### config.mk
export PLATFORM = sky130hd
export DESIGN_NAME = wl_line_rotator
export DESIGN_NICKNAME = d
export VERILOG_FILES = /design/src/rtl/wl_rot_pkg.sv /design/src/rtl/wl_rng.sv /design/src/rtl/wl_shift_table.sv /design/src/rtl/wl_rot_unit.sv /design/src/rtl/wl_ctrl.sv /design/src/rtl/wl_line_rotator.sv
export SDC_FILE = /design/constraint.sdc
export NUM_CORES = 1
export LEC_CHECK = 0
export BUFFER_PORTS_ARGS = -buffer_cell sky130_fd_sc_hd__buf_2
export CAP_MARGIN = 40
export CORE_MARGIN = 4
export CORE_UTILIZATION = 58
export CTS_CLUSTER_SIZE = 40
export DETAILED_ROUTE_END_ITERATION = 10
export PLACE_DENSITY = 0.77
export SYNTH_ARGS = -nofsm -noshare
export SYNTH_HDL_FRONTEND = slang
export SYNTH_SLANG_ARGS = --single-unit
export TNS_END_PERCENT = 50
### constraint.sdc
create_clock -name clk -period 2.6 [get_ports clk]
set_input_delay 0.13 -clock clk [delete_from_list [all_inputs] [get_ports clk]]
set_output_delay 0.13 -clock clk [all_outputs]
set_load 0.01 [all_outputs]
### src/rtl/wl_rot_pkg.sv
`timescale 1ns/1ps
package wl_rot_pkg;
    typedef enum logic {
        OP_ALLOC   = 1'b0,
        OP_REPLACE = 1'b1
    } wl_op_e;

    typedef enum logic {
        ST_IDLE  = 1'b0,
        ST_GRANT = 1'b1
    } wl_state_e;

    localparam int unsigned RNG_W    = 16;
    localparam logic [RNG_W-1:0] RNG_TAPS = 16'hB400;
endpackage

### src/rtl/wl_rng.sv
`timescale 1ns/1ps
module wl_rng
    import wl_rot_pkg::*;
#(
    parameter logic [RNG_W-1:0] SEED = 16'hACE1
) (
    input  logic             clk,
    input  logic             rst_n,
    output logic [RNG_W-1:0] state
);
    logic [RNG_W-1:0] state_q;
    logic             feedback;

    assign feedback = ^(state_q & RNG_TAPS);

    always_ff @(posedge clk or negedge rst_n) begin
        if (!rst_n) begin
            state_q <= SEED;
        end else begin
            state_q <= {state_q[RNG_W-2:0], feedback};
        end
    end

    assign state = state_q;
endmodule

### src/rtl/wl_shift_table.sv
`timescale 1ns/1ps
module wl_shift_table #(
    parameter int unsigned FRAMES  = 8,
    parameter int unsigned LINE_W  = 4,
    parameter int unsigned FRAME_W = 3
) (
    input  logic                     clk,
    input  logic                     rst_n,
    input  logic                     wr_en,
    input  logic [FRAME_W-1:0]       wr_frame,
    input  logic [LINE_W-1:0]        wr_shift,
    input  logic [FRAME_W-1:0]       req_frame,
    output logic                     req_res,
    input  logic [FRAME_W-1:0]       fw_frame,
    output logic [LINE_W-1:0]        fw_shift,
    output logic                     fw_res,
    input  logic [FRAME_W-1:0]       bw_frame,
    output logic [LINE_W-1:0]        bw_shift,
    output logic [FRAMES-1:0]        res_vec,
    output logic [FRAMES*LINE_W-1:0] shift_flat
);
    logic [LINE_W-1:0] shift_q [FRAMES];
    logic              res_q   [FRAMES];

    for (genvar f = 0; f < FRAMES; f++) begin : g_frame
        logic hit_wr;
        assign hit_wr = wr_en && (wr_frame == FRAME_W'(f));

        always_ff @(posedge clk or negedge rst_n) begin
            if (!rst_n) begin
                shift_q[f] <= '0;
                res_q[f]   <= 1'b0;
            end else if (hit_wr) begin
                shift_q[f] <= wr_shift;
                res_q[f]   <= 1'b1;
            end
        end

        assign res_vec[f]                       = res_q[f];
        assign shift_flat[f*LINE_W +: LINE_W]   = shift_q[f];
    end

    assign req_res  = res_q[req_frame];
    assign fw_shift = shift_q[fw_frame];
    assign fw_res   = res_q[fw_frame];
    assign bw_shift = shift_q[bw_frame];
endmodule

### src/rtl/wl_rot_unit.sv
`timescale 1ns/1ps
module wl_rot_unit #(
    parameter int unsigned LINE_W  = 4,
    parameter bit          INVERSE = 1'b0
) (
    input  logic [LINE_W-1:0] idx_in,
    input  logic [LINE_W-1:0] amount,
    output logic [LINE_W-1:0] idx_out
);
    if (INVERSE) begin : g_back
        assign idx_out = idx_in - amount;
    end else begin : g_fwd
        assign idx_out = idx_in + amount;
    end
endmodule

### src/rtl/wl_ctrl.sv
`timescale 1ns/1ps
module wl_ctrl
    import wl_rot_pkg::*;
(
    input  logic clk,
    input  logic rst_n,
    input  logic req_valid,
    input  logic req_op,
    input  logic frame_res,
    output logic req_ready,
    output logic accept,
    output logic grant,
    output logic req_done,
    output logic req_ok
);
    wl_state_e state_q, state_d;
    wl_op_e    op;
    logic      ok_q;

    assign op = wl_op_e'(req_op);

    always_ff @(posedge clk or negedge rst_n) begin
        if (!rst_n) begin
            state_q <= ST_IDLE;
            ok_q    <= 1'b0;
        end else begin
            state_q <= state_d;
            if (accept) begin
                ok_q <= grant;
            end
        end
    end

    always_comb begin
        state_d   = state_q;
        req_ready = 1'b0;
        req_done  = 1'b0;
        req_ok    = 1'b0;
        accept    = 1'b0;
        grant     = 1'b0;
        unique case (state_q)
            ST_IDLE: begin
                req_ready = 1'b1;
                if (req_valid) begin
                    accept  = 1'b1;
                    grant   = (op == OP_ALLOC) ? !frame_res : frame_res;
                    state_d = ST_GRANT;
                end
            end
            ST_GRANT: begin
                req_done = 1'b1;
                req_ok   = ok_q;
                state_d  = ST_IDLE;
            end
            default: state_d = ST_IDLE;
        endcase
    end
endmodule

### src/rtl/wl_line_rotator.sv
`timescale 1ns/1ps
module wl_line_rotator
    import wl_rot_pkg::*;
#(
    parameter int unsigned      FRAMES = 8,
    parameter int unsigned      LINES  = 16,
    parameter logic [RNG_W-1:0] SEED   = 16'hACE1,
    localparam int unsigned     FRAME_W = $clog2(FRAMES),
    localparam int unsigned     LINE_W  = $clog2(LINES)
) (
    input  logic               clk,
    input  logic               rst_n,
    input  logic               req_valid,
    input  logic               req_op,
    input  logic [FRAME_W-1:0] req_frame,
    output logic               req_ready,
    output logic               req_done,
    output logic               req_ok,
    input  logic [FRAME_W-1:0] xl_frame,
    input  logic [LINE_W-1:0]  xl_line,
    output logic [LINE_W-1:0]  xl_phys,
    output logic               xl_hit,
    input  logic [FRAME_W-1:0] wb_frame,
    input  logic [LINE_W-1:0]  wb_phys,
    output logic [LINE_W-1:0]  wb_line
);
    logic [RNG_W-1:0]         rng_state;
    logic                     frame_res;
    logic                     accept;
    logic                     grant;
    logic [LINE_W-1:0]        fw_shift;
    logic [LINE_W-1:0]        bw_shift;
    logic [FRAMES-1:0]        res_vec;
    logic [FRAMES*LINE_W-1:0] shift_flat;

    wl_rng #(.SEED(SEED)) u_rng (
        .clk   (clk),
        .rst_n (rst_n),
        .state (rng_state)
    );

    wl_ctrl u_ctrl (
        .clk       (clk),
        .rst_n     (rst_n),
        .req_valid (req_valid),
        .req_op    (req_op),
        .frame_res (frame_res),
        .req_ready (req_ready),
        .accept    (accept),
        .grant     (grant),
        .req_done  (req_done),
        .req_ok    (req_ok)
    );

    wl_shift_table #(
        .FRAMES  (FRAMES),
        .LINE_W  (LINE_W),
        .FRAME_W (FRAME_W)
    ) u_table (
        .clk        (clk),
        .rst_n      (rst_n),
        .wr_en      (grant),
        .wr_frame   (req_frame),
        .wr_shift   (rng_state[LINE_W-1:0]),
        .req_frame  (req_frame),
        .req_res    (frame_res),
        .fw_frame   (xl_frame),
        .fw_shift   (fw_shift),
        .fw_res     (xl_hit),
        .bw_frame   (wb_frame),
        .bw_shift   (bw_shift),
        .res_vec    (res_vec),
        .shift_flat (shift_flat)
    );

    wl_rot_unit #(.LINE_W(LINE_W), .INVERSE(1'b0)) u_fwd (
        .idx_in  (xl_line),
        .amount  (fw_shift),
        .idx_out (xl_phys)
    );

    wl_rot_unit #(.LINE_W(LINE_W), .INVERSE(1'b1)) u_back (
        .idx_in  (wb_phys),
        .amount  (bw_shift),
        .idx_out (wb_line)
    );
endmodule

* Word-level counts from Yosys, hierarchy flattened
Cells that the tools add are included.
W data, S select, Z words.
** Word-level totals
- Register bits after elaboration :: 58
- Input bits :: 21
- Output and inout bits :: 12
- Word-level logic and storage cells :: 67
** Operators by class
- Add/subtract/negate cells :: 2
- $lt $le $gt $ge :: 3
- Equal/unequal tests :: 7
- Multiplexer cells :: 21
- Bitwise logic cells :: 4
- Reduce and logical (&&, ||, !) cells :: 11
** Operators with widths (count)
- $bmux W4 S3 :: 2
- $mux W4 :: 4
- $reduce_xor A16 Y1 :: 1
- $eq A3 B3 Y1 const B :: 4
- $ge A4 B4 Y1 const B :: 3
- $mux W1 :: 12
- $not A3 Y4 :: 3
- $logic_and A1 B1 Y1 :: 8
- $bmux W1 S3 :: 2
- $eq A3 B2 Y1 const B :: 2
- $add A4 B4 Y4 :: 1
- $sub A4 B4 Y4 :: 1
- $eq A3 B1 Y1 const B :: 1
- $logic_not A3 Y1 :: 1
- $pmux W1 S2 :: 1
- $logic_not A1 Y1 :: 1
- $not A1 Y1 :: 1

* Logic depth before layout (Yosys ltp)
Gate-level depths: netlist (run 1).
- Depth in word-level cells :: 9
- Gate-level depth with buffers :: 9
- Depth with buffers taken out :: 8

* By module
A second synthesis (run 1) with hierarchy kept.
** Second synthesis, totals
- Cell total of the unflattened synthesis :: 174
- Area total of the unflattened synthesis :: 2907.8 µm²
** Modules (own cells, without submodules)
- wl_shift_table :: instances 1, cells an instance 122, area each 2150.8 µm², sequential area each 1001.0 µm²
- wl_rng :: instances 1, cells an instance 19, area each 436.7 µm², sequential area each 410.4 µm²
- wl_rot_unit at u_back :: instances 1, cells an instance 15, area each 120.1 µm², sequential area each 0.0 µm²
- wl_ctrl :: instances 1, cells an instance 9, area each 100.1 µm², sequential area each 50.0 µm²
- wl_rot_unit at u_fwd :: instances 1, cells an instance 9, area each 100.1 µm², sequential area each 0.0 µm²

* Worst setup path before layout (run 1)
Ideal clock, no wire load.
- Path type :: input port to output port
- From :: input port xl_frame[0]
- To :: output port xl_phys[3]
- Data arrival time :: 2.144 ns
- Data required time :: 2.470 ns
- Setup slack :: 0.326 ns
- Stages :: 9
- Path buffers :: 1
- Path through :: buf_2 > mux4_2 > mux2i_1 > inv_1 > ha_1 > a21o_1 > a21oi_1 > xnor2_1 > xnor2_1
** On the way
- Longest elaborated chain between the ends :: 5
** RTL lines
- start, declared :: line wl_line_rotator.sv:19 : input logic [FRAME_W-1:0] xl_frame,
- $not A3 Y4 (not written as such) :: line wl_shift_table.sv:44 : assign fw_shift = shift_q[fw_frame];
- $bmux W4 S3 :: line wl_shift_table.sv:44
- $mux W4 (not written as such) (2 in series) :: line wl_shift_table.sv:44
- $add A4 B4 Y4 :: line wl_rot_unit.sv:13 : assign idx_out = idx_in + amount;
- end, declared :: line wl_line_rotator.sv:21 : output logic [LINE_W-1:0] xl_phys,
No other way between the ends. The select of a mux whose other input is x is not followed.

* Worst setup path in the final report (run 1)
- From :: register u_table.shift_q, in the netlist u_table.shift_flat[13]
- To :: output port xl_phys[3]
** On the way
- Longest elaborated chain between the ends :: 4
** RTL lines
- start, declared :: line wl_shift_table.sv:22 : logic [LINE_W-1:0] shift_q [FRAMES];
- start signal, assigned by index :: line wl_shift_table.sv:34 : shift_q[f] <= wr_shift;
- $bmux W4 S3 :: line wl_shift_table.sv:44
- $mux W4 (not written as such) (2 in series) :: line wl_shift_table.sv:44
- $add A4 B4 Y4 :: line wl_rot_unit.sv:13
No other way between the ends. The select of a mux whose other input is x is not followed.

==> results of run 1 <==
## worst max-delay path, delay by kind of cell, from the launching register on
kind / cells / cell delay [ps]
muxes: 2 / 650
DFF: 1 / 400
AOI/OAI and AO/OA: 2 / 400
xor gates and xnor gates: 2 / 300
adders and majority gates: 1 / 260
buffers and inverters: 2 / 210
## state kept, by name (all words and copies together) (netlist names)
signal / count
u_rng.state: 16
u_table.shift_flat: 32
u_ctrl.state_q: 1
u_ctrl.ok_q: 1
u_table.res_vec: 8
## cell type report
type                            instances  area, um2  share of cell area
Timing Repair Buffer                   40      241.5             0.06881
Multi-Input combinational cell        115       1448              0.4125
Clock buffer                           11      131.4             0.03743
Inverter                               11      41.29             0.01176
Tap cell                               67      83.83             0.02389
Sequential cell                        58       1461              0.4164
Clock inverter                          5      102.6             0.02923
## per-stage QoR
step / cells / instance area [um2] / TNS (ps) / setup slack [ps]
2_1_floorplan: 191 / 2967 / 0 / 326.5
3_3_place_gp: 287 / 3212 / 0 / 217.8
3_5_place_dp: 287 / 3212 / 0 / 155.5
4_1_cts: 308 / 3500 / -143.4 / -59.83
5_1_grt: 307 / 3510 / -405.4 / -206.5
6_report: 307 / 3510 / -131.8 / -87.94
## cells in the final DEF (no fill, tap or decap), types with 2 or more instances in the layout
cell type / n
ha_1: 6
or2_2: 4
a21o_1: 2
mux2_2: 36
mux2i_1: 4
dfrtp_1: 50
nand4b_1: 2
inv_2: 2
mux2i_2: 2
clkbuf_8: 9
buf_2: 31
buf_4: 6
bufinv_16: 3
xnor2_1: 10
nor2_1: 2
xor2_1: 5
mux4_1: 2
mux4_2: 18
nand2b_1: 4
clkbuf_1: 2
dfstp_2: 8
nor4b_4: 2
nand2_1: 2
a21oi_2: 2
inv_1: 9
## metal layers
layer / up-vias / part of all wire / track usage
li1: 785 / - / -
met3: 9 / 0.049 / 0.06659
met1: 917 / 0.42 / 0.3102
met5: - / 0 / 0
met2: 56 / 0.52 / 0.3923
met4: 0 / 0.014 / 0.07216
## cells in the mapped netlist (2+ instances only)
cell type / instances
dfrtp_1: 50
mux2_2: 36
mux4_2: 18
inv_1: 11
xnor2_1: 11
dfstp_2: 8
ha_1: 6
mux2i_1: 6
xor2_1: 5
nand2b_1: 4
or2_2: 4
a21oi_1: 3
buf_2: 3
a21o_1: 2
clkbuf_1: 2
fa_1: 2
mux4_1: 2
nand2_1: 2
nand4b_1: 2
nor2_1: 2
nor4b_4: 2
## logic make-up after synthesis
family / count (synthesis) / synth area share
adder cells (fa/ha/maj): 8 / 0.03880
flip-flops: 58 / 0.4926
AO/OA/AOI/OAI: 5 / 0.01012
XOR/XNOR: 17 / 0.05483
AND/OR/NAND/NOR: 23 / 0.06453
buffers and inverters: 18 / 0.02784
multiplexers: 62 / 0.3113
## power by group through the flow
| stage | Sequential, W | Combinational, W | Clock (W) |
|---|---|---|---|
| detailed placement | 0.00104 | 0.000323 | 0 |
| finish | 0.00102 | 0.000323 | 0.000985 |
| floorplan | 0.00102 | 0.000231 | 0 |
| global placement | 0.00103 | 0.000310 | 0 |
| CTS | 0.00102 | 0.000327 | 0.00100 |
| global route | 0.00103 | 0.000357 | 0.00106 |
## how the worst min path moves through the flow
stage / startpoint / endpoint / slack (ps)
4_1_cts: req_valid / u_ctrl.state_q$_DFF_PN0_ / 70
6_report: req_valid / u_ctrl.state_q$_DFF_PN0_ / 80
3_5_place_dp: rst_n / u_ctrl.ok_q$_DFFE_PN0P_ / 180
2_1_floorplan: rst_n / u_ctrl.ok_q$_DFFE_PN0P_ / -170
5_1_grt: req_valid / u_ctrl.state_q$_DFF_PN0_ / 70
3_3_place_gp: rst_n / u_ctrl.ok_q$_DFFE_PN0P_ / 160
## repair_timing
action | in CTS | in global routing
setup endpoints to repair | 2 | 4
buffers inserted | 4 | 1
endpoints found under the hold margin | 22 | 0
resized for setup | 3 | 6
pin swaps | 3 | 3
hold buffers | 1 | 0
gates cloned | 0 | 0
==> impl_metrics.toml, run 1 <==
[outcome]
status = "finished with violations"
violations = "negative setup slack"

[worst_setup_path]
crit_chain = "mux4_2, mux2i_2, inv_1, ha_1, a21o_1, a21oi_2, xnor2_1, xnor2_1, buf_2"
cp_common_cell = "xnor2_1"
crit_start = "u_table.shift_flat[13]$_DFFE_PN0P_"
startpoint_type = "flip-flop"
critPathMaxStageDelay_ps = 480
endpoint_kind = "output pin"
worst_r2r_startpoint = "u_ctrl.state_q$_DFF_PN0_"
r2r_slack_ps = 690
worstReg2RegEnd = "u_table.shift_flat[21]$_DFFE_PN0P_"
r2r_cells = 4
required_ps = 2470
arrival_ps = 2560
worstSetupPathType = "flip-flop to output pin"
cp-endpoint = "xl_phys[3]"
worstPathMaxFanout = 3
cpMaxStageDelayCell = "mux4_2"

[clock_tree]
clk_transition_reported_paths_ps = 70
cts_buffers = 9
cts_tree = "done"
cts_sinks = 58
cts-root-buf = "clkbuf_8"
cts.path.max_buffers = 2
htree_levels = 3
insertion_delay_ps = 340

[cells_and_area]
final_core_util = 0.7239
fin_nets = 264
drive_gt1_frac = 0.5500
nFillCells = 304
syn_to_final_growth_pct = 18.30
diodes = 0

[route]
drtPass1Iterations = 4
drc = 0
totalWireLength_um = 6412
drtIter0Drc = 155
vias = 1767
wl_per_cell_um = 20.89
routed_via_density = 5.756
drtAntennaViolNets = 0

[floorplan]
die_w_um = 79.52
ioPinCount = 33
core_um2 = 4848
rows = 25
die-area_um2 = 6323
die_y_um = 79.52
initial_utilization = 0.6119

[placement]
hpwl_um = 4596
gp_congestion = 0.8214
portBuffers = 32

[power]
p_sw_frac = 0.2404
power.share.clock = 0.423
total_power_w = 0.002331
p_comb_frac = 0.139
peakVddDrop_v = 0.0004899
switching_power_w = 0.0005603
p_per_area_nw_per_um2 = 664.2
intPower_w = 0.001771
power_frac_seq = 0.439
power.leakage_nw = 1.664

[grt]
grt_pass1_wl_um = 10710
grt_max_degree = 33
overflow = 0
antenna_found_initial = 0
grt_usage = 0.2390
first_global_vias = 1956

[sta]
finalCritPeriodShare = 1.034
setup_ws_ps = -87.94
rsz0062_at_grt = "yes"
finalWorstPathRequiredPeriod_ps = 2688
tightest_slew_ps = 619.3
hold_ws_ps = 83.61
hold_viol_final = 0
drv_slew = 0
relSlewSlack = 0.5853
skew_ps = 9.999
final-setup-viol-count = 2
fmax_mhz = 372.0

[synth]
synth_top_area_cell = "dfrtp_1"
ys_ff_latch = 58
synth.distinct_cells = 31
ys.flop_type = "dfrtp_1"
synth_area_per_cell_um2 = 15.53
syn_nets = 220
ys_seq_area_frac = 0.4926
syn_area_um2 = 2967
synthArstFlopShare = 1.000
synth_edf_count = 0
syn_inst = 191
synthTopCellsByArea = "dfrtp_1, mux2_2, mux4_2"
ys.warnings.count = 0
yosysTopAreaCellShare = 0.4218

[min_path]
hp-class = "input pin to flip-flop"
holdPathStages = 2

[run]
drv_cap = 0
Note: power is estimated with default switching activity, not from simulation.
==> run 2, diff against run 1 <==
clock period = 2.7 ns   (was 2.6 ns; I/O delays follow)
==> run 2 against run 1 <==
The run now ends clean. Clock power is 9.7% lower. Global-route usage is 0.52 points higher. Critical endpoint unchanged. Hold slack worse by 24 ps.
==> impl_metrics.toml, run 2 (synthesis results as in run 1) <==
[power]
peakVddDrop_v = 0.0005884
p_per_area_nw_per_um2 = 630.5
total_power_w = 0.002188
power.leakage_nw = 1.638

[clock_tree]
cts_buffers = 9
cts-root-buf = "clkbuf_8"
cts_tree = "done"
cts.path.max_buffers = 2
clk_transition_reported_paths_ps = 70
cts_sinks = 58
htree_levels = 3
insertion_delay_ps = 340

[grt]
grt_max_degree = 25
grt_usage = 0.2442
grt_pass1_wl_um = 10940
overflow = 0
antenna_found_initial = 0
first_global_vias = 1966

[route]
vias = 1816
wl_per_cell_um = 21.91
drc = 0
routed_via_density = 5.974
drtAntennaViolNets = 0
drtIter0Drc = 188
drtPass1Iterations = 4
totalWireLength_um = 6661

[cells_and_area]
largest_register_ffs = 32
fin_nets = 261
diodes = 0
syn_to_final_growth_pct = 17.00
layout_common_cells = "dfrtp_1, mux2_2, buf_2"
final_common_cell = "dfrtp_1"
finalInstanceArea_um2 = 3471
drive_gt1_frac = 0.5443
final_cells = 304

[worst_setup_path]
critPathMaxStageDelay_ps = 460
cp_common_cell = "xnor2_1"
worstPathMaxFanout = 3
worstSetupPathType = "flip-flop to output pin"
startpoint_type = "flip-flop"
cpMaxStageDelayCell = "mux4_2"
arrival_ps = 2480
endpoint_kind = "output pin"
crit_chain = "mux4_2, mux2_4, ha_2, a21o_1, a21oi_2, xnor2_1, xnor2_1, buf_2"
cpLargestDelayFamily = "multiplexers"
required_ps = 2570
worst-path-buf-inv = 1

[sta]
fmax_mhz = 382.6
hold_ws_ps = 59.56
drv_slew = 0
skew_ps = 4.744
finalWorstPathRequiredPeriod_ps = 2614
tightest_slew_ps = 612.1
relSlewSlack = 0.5901
hold_viol_final = 0
final-setup-viol-count = 0
finalCritPeriodShare = 0.9682
setup_ws_ps = 85.96

[placement]
dpl_worst_slack_ps = 175.4
gp_congestion = 0.9004
postPlaceCellArea_um2 = 3192
hpwl_um = 4586
portBuffers = 32
dp_cells = 286

[floorplan]
die_y_um = 79.52
rows = 25
die_w_um = 79.52
core_um2 = 4848
initial_utilization = 0.6119
die-area_um2 = 6323
ioPinCount = 33

[run]
drv_cap = 0

[min_path]
hp-class = "input pin to flip-flop"

[outcome]
status = "finished clean"
-- run 2: what timing repair did --
item | CTS | global route
pin swaps | 0 | 7
resized for setup | 1 | 8
hold buffers | 1 | 0
setup endpoints to repair | 1 | 2
endpoints found under the hold margin | 18 | 0
setup buffers | 1 | 0
-- run 2: path summary, 6_finish.rpt --
| path | startpoint | endpoint | slack (ps) | depth (start not counted) |
|---|---|---|---|---|
| max | u_table.shift_flat[24]$_DFFE_PN0P_ | xl_phys[3] | 90 | 8 |
| min | req_valid | u_ctrl.state_q$_DFF_PN0_ | 60 | 2 |
| max reg2reg | u_ctrl.state_q$_DFF_PN0_ | u_table.shift_flat[22]$_DFFE_PN0P_ | 800 | 4 |
| min reg2reg | u_rng.state[8]$_DFF_PN0_ | u_rng.state[9]$_DFF_PN0_ | 350 | 0 |
| max in group asynchronous | rst_n | u_table.shift_flat[6]$_DFFE_PN0P_ | 1700 | 3 |
| min in group asynchronous | rst_n | u_table.shift_flat[12]$_DFFE_PN0P_ | 310 | 2 |
-- run 2: worst reg2reg max path: stages, from the launching register on --
cell and delay (ps):
dfrtp_1 430, nor2b_4 180, and2b_1 220, nor3b_2 550, mux2_2 410
-- run 2: area by class of cell --
type | count | area (um2)
timing repair buffer | 37 | 200.2
sequential | 58 | 1461
clock inverter | 5 | 77.57
fill | 335 | 1378
multi-input combinational | 115 | 1465
tap | 67 | 83.83
clock buffer | 11 | 141.4
inverter | 11 | 41.29
-- run 2: layer usage --
metal  GRT usage  vias to the layer above  routed length (um)
met5           0                        -                   0
met4     0.06186                        0                 106
met3     0.08014                       10                 372
met2      0.4015                       54                3474
met1      0.3132                      972                2708
li1            -                      780                   -
-- run 2: report_power, final --
| part | leakage, nW | switching [W] | internal [W] | total (W) |
|---|---|---|---|---|
| Clock | 0.109 | 0.000348 | 0.000541 | 0.000889 |
| Sequential | 0.752 | 0.0000621 | 0.000924 | 0.000986 |
| Combinational | 0.777 | 0.000147 | 0.000165 | 0.000313 |
-- run 2: metrics by stage --
| step | utilization | setup TNS (ps) |
|---|---|---|
| finish | 0.7159 | 0 |
| global route | 0.7159 | -2.172 |
| CTS | 0.7079 | 0 |
| detailed placement | 0.6583 | 0 |
| global placement | 0.6583 | 0 |
| floorplan | - | 0 |
